**config.mk**
```make
export PLATFORM = sky130hd
export DESIGN_NAME = acq_regif
export DESIGN_NICKNAME = d
export VERILOG_FILES = /design/src/rtl/acq_pkg.sv /design/src/rtl/acq_addr_dec.sv /design/src/rtl/acq_out_regs.sv /design/src/rtl/acq_conv_ctrl.sv /design/src/rtl/acq_regif.sv
export SDC_FILE = /design/constraint.sdc
export NUM_CORES = 1
export LEC_CHECK = 0
export BUFFER_PORTS_ARGS = -buffer_cell sky130_fd_sc_hd__buf_4
export CORE_MARGIN = 2
export CORE_UTILIZATION = 43
export CTS_CLUSTER_SIZE = 24
export DETAILED_ROUTE_END_ITERATION = 10
export PLACE_DENSITY = 0.83
export SETUP_SLACK_MARGIN = 0.15
export SLEW_MARGIN = 20
export SYNTH_ARGS = -nofsm -noshare
export SYNTH_HDL_FRONTEND = slang
export SYNTH_SLANG_ARGS = --single-unit
```
**constraint.sdc**
```tcl
create_clock -name clk_i -period 1.65 [get_ports clk_i]
set_clock_uncertainty 0.2 [all_clocks]
set_input_delay 0 -clock clk_i [delete_from_list [all_inputs] [get_ports clk_i]]
set_output_delay 0 -clock clk_i [all_outputs]
set_load 0.03 [all_outputs]
```
**src/rtl/acq_pkg.sv**
```systemverilog
package acq_pkg;
  localparam int ADDR_W = 4;
  localparam int CTL_W  = 13;

  typedef enum logic [1:0] {
    REG_DIO = 2'd0,
    REG_DAC = 2'd1,
    REG_ADC = 2'd2,
    REG_CSR = 2'd3
  } reg_sel_e;

  // control word bit positions (decoded by neighbours)
  localparam int CB_AO_LO = 0;
  localparam int CB_CH_LO = 3;
  localparam int CB_EN    = 6;
  localparam int CB_AZ    = 7;
  localparam int CB_CAL   = 8;
  localparam int CB_SH    = 9;
  localparam int CB_CLK   = 10;
  localparam int CB_LD_LO = 11;
  localparam int CB_LD_HI = 12;

  // status word bit positions
  localparam int SB_SETTLE = 3;
  localparam int SB_CONV   = 4;
endpackage

```
**src/rtl/acq_addr_dec.sv**
```systemverilog
module acq_addr_dec
  import acq_pkg::*;
(
  input  logic [ADDR_W-1:0] addr_i,
  input  logic              wr_i,
  input  logic              rd_i,
  input  logic              byte_i,
  output logic              valid_o,
  output reg_sel_e          sel_o,
  output logic              wr_dio_o,
  output logic              wr_dac_o,
  output logic              wr_adc_o,
  output logic              wr_csr_o,
  output logic              rd_adc_byte_o
);
  // only even offsets in the lower half of the window are mapped
  assign valid_o = !addr_i[0] && !addr_i[ADDR_W-1];
  assign sel_o   = reg_sel_e'(addr_i[2:1]);

  always_comb begin
    wr_dio_o      = wr_i && valid_o && (sel_o == REG_DIO);
    wr_dac_o      = wr_i && valid_o && (sel_o == REG_DAC);
    wr_adc_o      = wr_i && valid_o && (sel_o == REG_ADC);
    wr_csr_o      = wr_i && valid_o && (sel_o == REG_CSR);
    rd_adc_byte_o = rd_i && byte_i && valid_o && (sel_o == REG_ADC);
  end
endmodule

```
**src/rtl/acq_out_regs.sv**
```systemverilog
module acq_out_regs
  import acq_pkg::*;
#(
  parameter int DATA_W = 16,
  parameter int DAC_W  = 12,
  parameter int CHAN_W = 3
) (
  input  logic              clk_i,
  input  logic              rst_ni,
  input  logic              wr_dio_i,
  input  logic              wr_dac_i,
  input  logic              wr_csr_i,
  input  logic              byte_i,
  input  logic [DATA_W-1:0] wdata_i,
  output logic [DATA_W-1:0] dout_o,
  output logic [CTL_W-1:0]  ctrl_o,
  output logic              settle_req_o,
  output logic              dac_load_o,
  output logic [CHAN_W-1:0] dac_chan_o,
  output logic [DAC_W-1:0]  dac_data_o
);
  localparam int HALF = DATA_W / 2;

  logic [CTL_W-1:0]  ctrl_n;
  logic [DATA_W-1:0] dout_n;

  always_comb begin
    ctrl_n = byte_i ? {ctrl_o[CTL_W-1:HALF], wdata_i[HALF-1:0]} : wdata_i[CTL_W-1:0];
    dout_n = byte_i ? {dout_o[DATA_W-1:HALF], wdata_i[HALF-1:0]} : wdata_i;
  end

  assign settle_req_o = wr_csr_i && ctrl_n[CB_EN];

  always_ff @(posedge clk_i or negedge rst_ni) begin
    if (!rst_ni) begin
      dout_o <= '0;
      ctrl_o <= '0;
    end else begin
      if (wr_dio_i) dout_o <= dout_n;
      if (wr_csr_i) ctrl_o <= ctrl_n;
    end
  end

  always_ff @(posedge clk_i or negedge rst_ni) begin
    if (!rst_ni) begin
      dac_load_o <= 1'b0;
      dac_chan_o <= '0;
      dac_data_o <= '0;
    end else if (wr_dac_i && (&ctrl_o[CB_LD_HI:CB_LD_LO])) begin
      dac_load_o <= 1'b1;
      dac_chan_o <= ctrl_o[CB_AO_LO +: CHAN_W];
      dac_data_o <= wdata_i[DAC_W-1:0];
    end else begin
      dac_load_o <= 1'b0;
    end
  end
endmodule

```
**src/rtl/acq_conv_ctrl.sv**
```systemverilog
module acq_conv_ctrl #(
  parameter int DATA_W = 16,
  parameter int ADC_W  = 13
) (
  input  logic              clk_i,
  input  logic              rst_ni,
  input  logic              wr_adc_i,
  input  logic              wr_csr_i,
  input  logic              settle_req_i,
  input  logic              rd_adc_byte_i,
  input  logic              adc_done_i,
  input  logic [ADC_W-1:0]  adc_data_i,
  output logic              adc_start_o,
  output logic              st_settle_o,
  output logic              st_conv_o,
  output logic              busy_o,
  output logic              ptr_hi_o,
  output logic [DATA_W-1:0] sample_o
);
  logic             start;
  logic             kind_settle;
  logic [ADC_W-1:0] sample_q;

  assign start    = wr_adc_i || settle_req_i;
  assign sample_o = {{(DATA_W-ADC_W){sample_q[ADC_W-1]}}, sample_q};

  always_ff @(posedge clk_i or negedge rst_ni) begin
    if (!rst_ni) begin
      adc_start_o <= 1'b0;
      busy_o      <= 1'b0;
      kind_settle <= 1'b0;
      st_settle_o <= 1'b0;
      st_conv_o   <= 1'b0;
      ptr_hi_o    <= 1'b1;
      sample_q    <= '0;
    end else begin
      adc_start_o <= start;
      if (wr_csr_i) st_settle_o <= 1'b0;
      if (start) begin
        busy_o      <= 1'b1;
        kind_settle <= !wr_adc_i;
        if (wr_adc_i) begin
          st_conv_o <= 1'b0;
          ptr_hi_o  <= 1'b1;
        end
      end else begin
        if (adc_done_i && busy_o) begin
          busy_o <= 1'b0;
          if (kind_settle) begin
            st_settle_o <= 1'b1;
          end else begin
            st_conv_o <= 1'b1;
            sample_q  <= adc_data_i;
          end
        end
        if (rd_adc_byte_i) ptr_hi_o <= !ptr_hi_o;
      end
    end
  end
endmodule

```
**src/rtl/acq_regif.sv**
```systemverilog
module acq_regif
  import acq_pkg::*;
#(
  parameter int DATA_W = 16,
  parameter int ADC_W  = 13,
  parameter int DAC_W  = 12,
  parameter int CHAN_W = 3
) (
  input  logic              clk_i,
  input  logic              rst_ni,
  input  logic [ADDR_W-1:0] bus_addr_i,
  input  logic              bus_wr_i,
  input  logic              bus_rd_i,
  input  logic              bus_byte_i,
  input  logic [DATA_W-1:0] bus_wdata_i,
  output logic [DATA_W-1:0] bus_rdata_o,
  input  logic [DATA_W-1:0] din_i,
  output logic [DATA_W-1:0] dout_o,
  output logic [CTL_W-1:0]  ctrl_o,
  output logic              adc_start_o,
  input  logic              adc_done_i,
  input  logic [ADC_W-1:0]  adc_data_i,
  output logic              dac_load_o,
  output logic [CHAN_W-1:0] dac_chan_o,
  output logic [DAC_W-1:0]  dac_data_o
);
  localparam int HALF = DATA_W / 2;

  logic              valid;
  reg_sel_e          sel;
  logic              wr_dio, wr_dac, wr_adc, wr_csr, rd_adc_byte;
  logic              settle_req;
  logic              st_settle, st_conv, busy, ptr_hi;
  logic [DATA_W-1:0] sample;
  logic [DATA_W-1:0] word_rd;
  logic [DATA_W-1:0] status_w;

  acq_addr_dec u_dec (
    .addr_i        (bus_addr_i),
    .wr_i          (bus_wr_i),
    .rd_i          (bus_rd_i),
    .byte_i        (bus_byte_i),
    .valid_o       (valid),
    .sel_o         (sel),
    .wr_dio_o      (wr_dio),
    .wr_dac_o      (wr_dac),
    .wr_adc_o      (wr_adc),
    .wr_csr_o      (wr_csr),
    .rd_adc_byte_o (rd_adc_byte)
  );

  acq_out_regs #(.DATA_W(DATA_W), .DAC_W(DAC_W), .CHAN_W(CHAN_W)) u_out (
    .clk_i        (clk_i),
    .rst_ni       (rst_ni),
    .wr_dio_i     (wr_dio),
    .wr_dac_i     (wr_dac),
    .wr_csr_i     (wr_csr),
    .byte_i       (bus_byte_i),
    .wdata_i      (bus_wdata_i),
    .dout_o       (dout_o),
    .ctrl_o       (ctrl_o),
    .settle_req_o (settle_req),
    .dac_load_o   (dac_load_o),
    .dac_chan_o   (dac_chan_o),
    .dac_data_o   (dac_data_o)
  );

  acq_conv_ctrl #(.DATA_W(DATA_W), .ADC_W(ADC_W)) u_conv (
    .clk_i         (clk_i),
    .rst_ni        (rst_ni),
    .wr_adc_i      (wr_adc),
    .wr_csr_i      (wr_csr),
    .settle_req_i  (settle_req),
    .rd_adc_byte_i (rd_adc_byte),
    .adc_done_i    (adc_done_i),
    .adc_data_i    (adc_data_i),
    .adc_start_o   (adc_start_o),
    .st_settle_o   (st_settle),
    .st_conv_o     (st_conv),
    .busy_o        (busy),
    .ptr_hi_o      (ptr_hi),
    .sample_o      (sample)
  );

  always_comb begin
    status_w            = '0;
    status_w[SB_SETTLE] = st_settle;
    status_w[SB_CONV]   = st_conv;
    unique case (sel)
      REG_DIO: word_rd = din_i;
      REG_DAC: word_rd = '0;
      REG_ADC: word_rd = sample;
      REG_CSR: word_rd = status_w;
    endcase
  end

  always_comb begin
    bus_rdata_o = '0;
    if (valid) begin
      if (!bus_byte_i)          bus_rdata_o = word_rd;
      else if (sel == REG_ADC)  bus_rdata_o[HALF-1:0] = ptr_hi ? sample[DATA_W-1:HALF] : sample[HALF-1:0];
      else                      bus_rdata_o[HALF-1:0] = word_rd[HALF-1:0];
    end
  end
endmodule

```
# Word-level counts from Yosys, hierarchy flattened

Cells that the tools add are included.

Bits in registers: 64
Input bits: 55
Output and inout bits: 62
Word-level logic and storage cells: 68

Eq/ne operators: 5
Mux-type cells: 20
Bitwise gates (word level): 3
Reductions and logical operators: 26

Operators by type and width:

| kind                                                   | count |
|---|---|
| one-hot mux 16 bit (4 select lines)                    | 1 |
| 2-to-1 mux 8 bit                                       | 4 |
| 2-to-1 mux 16 bit                                      | 1 |
| 2-to-1 mux 1 bit                                       | 14 |
| logical AND 1 bit                                      | 12 |
| AND reduction 2 bit                                    | 4 |
| AND reduction 3 bit                                    | 2 |
| == test 2 bit (second input constant)                  | 2 |
| zero test 1 bit                                        | 4 |
| inequality test 2 x 1 -> 1 bit (second input constant) | 2 |
| nonzero test 2 bit                                     | 2 |
| inverter 1 bit                                         | 3 |
| == test 2 x 1 -> 1 bit (second input constant)         | 1 |
| zero test 2 bit                                        | 1 |
| logical OR 1 bit                                       | 1 |

# Depth between registers and ports, before layout

Word-level depth: 8
Gate-level depth with buffers: 5
Depth with buffers taken out: 3

# Modules after synthesis

A second synthesis with hierarchy kept.

Cell total of the unflattened synthesis: 217
Area, all modules: 3,054.2 um^2

By module, submodules not included:

| module        | times used | cells an instance | area each (um^2) | seq. area each (um^2) |
|---|---|---|---|---|
| acq_out_regs  | 1          | 98                | 1,750.4          | 1,126.1 |
| acq_conv_ctrl | 1          | 52                | 797.0            | 476.7 |
| acq_regif     | 1          | 56                | 432.9            | 0.0 |
| acq_addr_dec  | 1          | 11                | 73.8             | 0.0 |

# Least setup slack after synthesis

OpenSTA, ideal clock, no wires.

Kind: flip-flop to output port
Start: reg u_conv.ptr_hi_o
End: out bus_rdata_o[3]
Arrival time: 2,523 ps
Data required time: 1,450 ps
Path slack: -1,073 ps
Stages on the path, launching flop included: 4
Buffers on the path: 1
Cells stage by stage: dfstp_2 -> buf_1 -> a211oi_1 -> a2111oi_0

Longest elaborated chain between the ends: 4

RTL lines:

| what                          | RTL line            | text |
|---|---|---|
| from (decl)                   | acq_conv_ctrl.sv:17 | `output logic ptr_hi_o,` |
| from (signal assigned)        | acq_conv_ctrl.sv:56 | `if (rd_adc_byte_i) ptr_hi_o <= !ptr_hi_o;` |
| 2-to-1 mux 8 bit (2 in a row) | acq_regif.sv:101    | `else if (sel == REG_ADC) bus_rdata_o[HALF-1:0] = ptr_hi ? sample[DATA_W-1:HALF] : sample[HALF-1:0];` |
| 2-to-1 mux 8 bit              | acq_regif.sv:100    | `if (!bus_byte_i) bus_rdata_o = word_rd;` |
| 2-to-1 mux 16 bit             | acq_regif.sv:99     | `if (valid) begin` |
| to (decl)                     | acq_regif.sv:16     | `output logic [DATA_W-1:0] bus_rdata_o,` |

Every way passes these cells.

# Final worst setup path

Start: reg u_conv.ptr_hi_o
End: out bus_rdata_o[4]

The elaborated chain is that of the path after synthesis.

==> results.cfg <==
[clock_tree]
clk_latency_ns = 0.35
clock_path_buffers = 2
cts_tree = done
cts_root_buf = clkbuf_8
h-tree-depth = 3
cts.sinks = 64
clkTransAtPathRegs_ns = 0.08
cts_inserted_buffers = 9

[drt]
wire_per_inst_um = 18.7
vias_per_cell = 5.32
drc = 0
first_iter_violations = 109
vias = 2565
ant_nets = 0
wirelength_um = 9020
dr.pass1.iters = 4

[setup_path]
r2r-start = u_conv.kind_settle$_DFFE_PN0P_
cp-start-kind = register
path_class = reg2out
arrival_ns = 1.66
cp_max_fo = 6
critical_path.startpoint = u_conv.ptr_hi_o$_DFFE_PN1P_
crit_required_ns = 1.45
end_kind = output port

[yosys]
syn_avg_cell_area_um2 = 13.5
ys_seq_area_frac = 0.559
yosys_warnings = 0
synth-seq-cells = 64
synth_area_um2 = 2870
syn_nets = 268
yosys.cell_types.count = 38
postSynthCellCount = 213

[final_layout]
drive_above_1_share = 0.622
layout.nets = 455
utilization = 0.782
layout_common_cells = buf_4, dfrtp_1, mux2_4, dlygate4sd3_1, mux2_2
fin_area_um2 = 5000
layout_commonest_cell = buf_4
area_growth_pct = 74.3
diodes = 0

[run_status]
status = finished with violations
violations = negative hold slack, negative setup slack

[timing]
setup_tns_ns = -1.23
worstMarginPinSlew_ns = 0.721
hold_viol = 1
report.final.slew_viol_count = 0
slew_headroom = 0.520
period_share = 1.13
setup_ws_ns = -0.212
setup_viol = 8
grt_setup_unrepaired = true
timing.hold.ws_ns = -0.00703
period_minus_slack_ns = 1.86
timing.fmax_mhz = 537

[die]
fp.dieW_um = 85.6
initial_core_util = 0.449
core_area_um2 = 6390
die_area_um2 = 7340
chipHeight_um = 85.6
pin_count = 117
rows = 29

[power_and_ir_drop]
power.leakage_nw = 2.41
peakVddDrop_mv = 0.926
power.density_nw_per_um2 = 1060

[global_route]
antenna_found_initial = 0
grt_overflow = 0
grtUsageTotal = 0.248
grt_pass1_vias = 2813
grt_max_degree = 57
grt_first_pass_wirelength_um = 14100

[place]
place_congestion = 0.881
hpwlAfterDp_um = 5450
placed_area_um2 = 4100
port_buffers = 116

[flow_run]
drv_cap = 0

[hold_path]
hp-class = in2reg
hp-start = bus_addr_i[2]
## path summary, 6_finish.rpt
path                                              endpoint  slack [ns]  cells after the start
max in group asynchronous   u_conv.sample_q[8]$_DFFE_PN0P_        0.59                      3
min in group asynchronous   u_conv.sample_q[6]$_DFFE_PN0P_        0.07                      2
hold reg to reg               u_out.dout_o[15]$_DFFE_PN0P_        0.31                      1
setup reg to reg           u_conv.sample_q[12]$_DFFE_PN0P_        0.03                      4
hold / removal                u_conv.adc_start_o$_DFF_PN0_      -0.007                      4
setup / recovery                            bus_rdata_o[4]       -0.21                      4
## registers in the layout, summed over array words and instances, names as in the netlist
name,flops
u_out.dac_data_o,12
u_conv.busy_o,1
u_conv.adc_start_o,1
u_conv.st_conv_o,1
u_out.dac_load_o,1
u_conv.kind_settle,1
u_conv.sample_q,13
u_conv.ptr_hi_o,1
u_out.dout_o,16
u_out.dac_chan_o,3
u_conv.st_settle_o,1
u_out.ctrl_o,13
## kinds of logic (layout without fill, tap and decap cells)
logic type	Yosys count	count (layout)	share of synthesized area
buffers and inverters	18	210	0.0310
muxes	65	65	0.262
DFF	64	64	0.559
AOI/OAI and AO/OA	31	31	0.0738
and+or+nand+nor	35	35	0.0738
## report_power, final
group / internal (mW) / switching [mW] / total [mW] / leakage (nW)
combinational: 0.907 / 0.837 / 1.74 / 1.50
clock: 0.712 / 0.677 / 1.39 / 0.0964
sequential: 1.88 / 0.275 / 2.15 / 0.821
total: 3.50 / 1.79 / 5.29 / 2.41
## critical path, stage by stage (launching register included)
cell	delay, ns
dfstp_2	0.62
mux2i_1	0.21
nor2_1	0.06
o31a_1	0.27
buf_6	0.15
## what timing repair did
action                                  CTS  global route
pin swaps                                 8             2
resized for setup                        50            13
cloned                                    0             0
endpoints found under the setup margin   40            43
buffers inserted                          6             2
hold endpoints to repair                123             4
hold buffers                             37             1
## synthesized netlist by cell type
cell type	n	area, um^2
a21oi_1	5	25.0
o32a_1	1	10.0
or2_2	2	12.5
or3b_1	1	8.76
nand4b_1	2	17.5
nand3b_1	2	15.0
buf_6	2	22.5
buf_2	2	10.0
o2bb2ai_1	1	8.76
nand3_1	1	5.00
o21ai_0	3	15.0
nor4_1	1	6.26
a2111oi_0	1	8.76
o31a_1	1	8.76
nand2b_1	7	43.8
nor2_2	2	12.5
a41oi_1	1	8.76
clkbuf_1	3	11.3
dfrtp_1	63	1580
mux2_2	49	552
mux2i_1	8	80.1
buf_4	1	7.51
and3_1	2	12.5
or3_1	1	6.26
nor3b_1	1	7.51
nor3_2	1	10.0
or4_1	1	7.51
nand4_1	1	6.26
nor2b_1	1	6.26
dfstp_2	1	26.3
nor2_1	7	26.3
nand2_1	2	7.51
inv_1	8	30.0
buf_1	2	7.51
o21a_1	4	30.0
mux2_4	8	120
o22ai_1	7	43.8
a211oi_1	7	52.6
## final cells by class
class	count	area, um^2
inverters	8	30.0
well taps	77	96.3
multi-input cells	131	1480
clock buffers	9	124
repair buffers	186	1580
clock inverters	7	80.1
flip-flops and latches	64	1610
fillers	373	1390
## per-layer routing
metal	vias up	global-route usage	wire (um)
li1	1150	-	-
met1	1289	0.283	3450
met2	95	0.435	4810
met3	31	0.0597	433
met4	0	0.120	329
met5	-	0	0
## through the flow
| stage | power [mW] | cells | worst slack [ns] | hold WS [ns] |
|---|---|---|---|---|
| global placement | 3.49 | 421 | -0.0508 | -0.105 |
| finish | 5.29 | 482 | -0.212 | -0.00703 |
| global route | 5.50 | 482 | -0.247 | 0.000884 |
| floorplan | 2.94 | 213 | 0.0230 | -0.496 |
| CTS | 5.24 | 480 | -0.165 | -0.0107 |
| detailed placement | 3.55 | 421 | -0.0729 | -0.0989 |
Power figures use the tool's default switching activity.
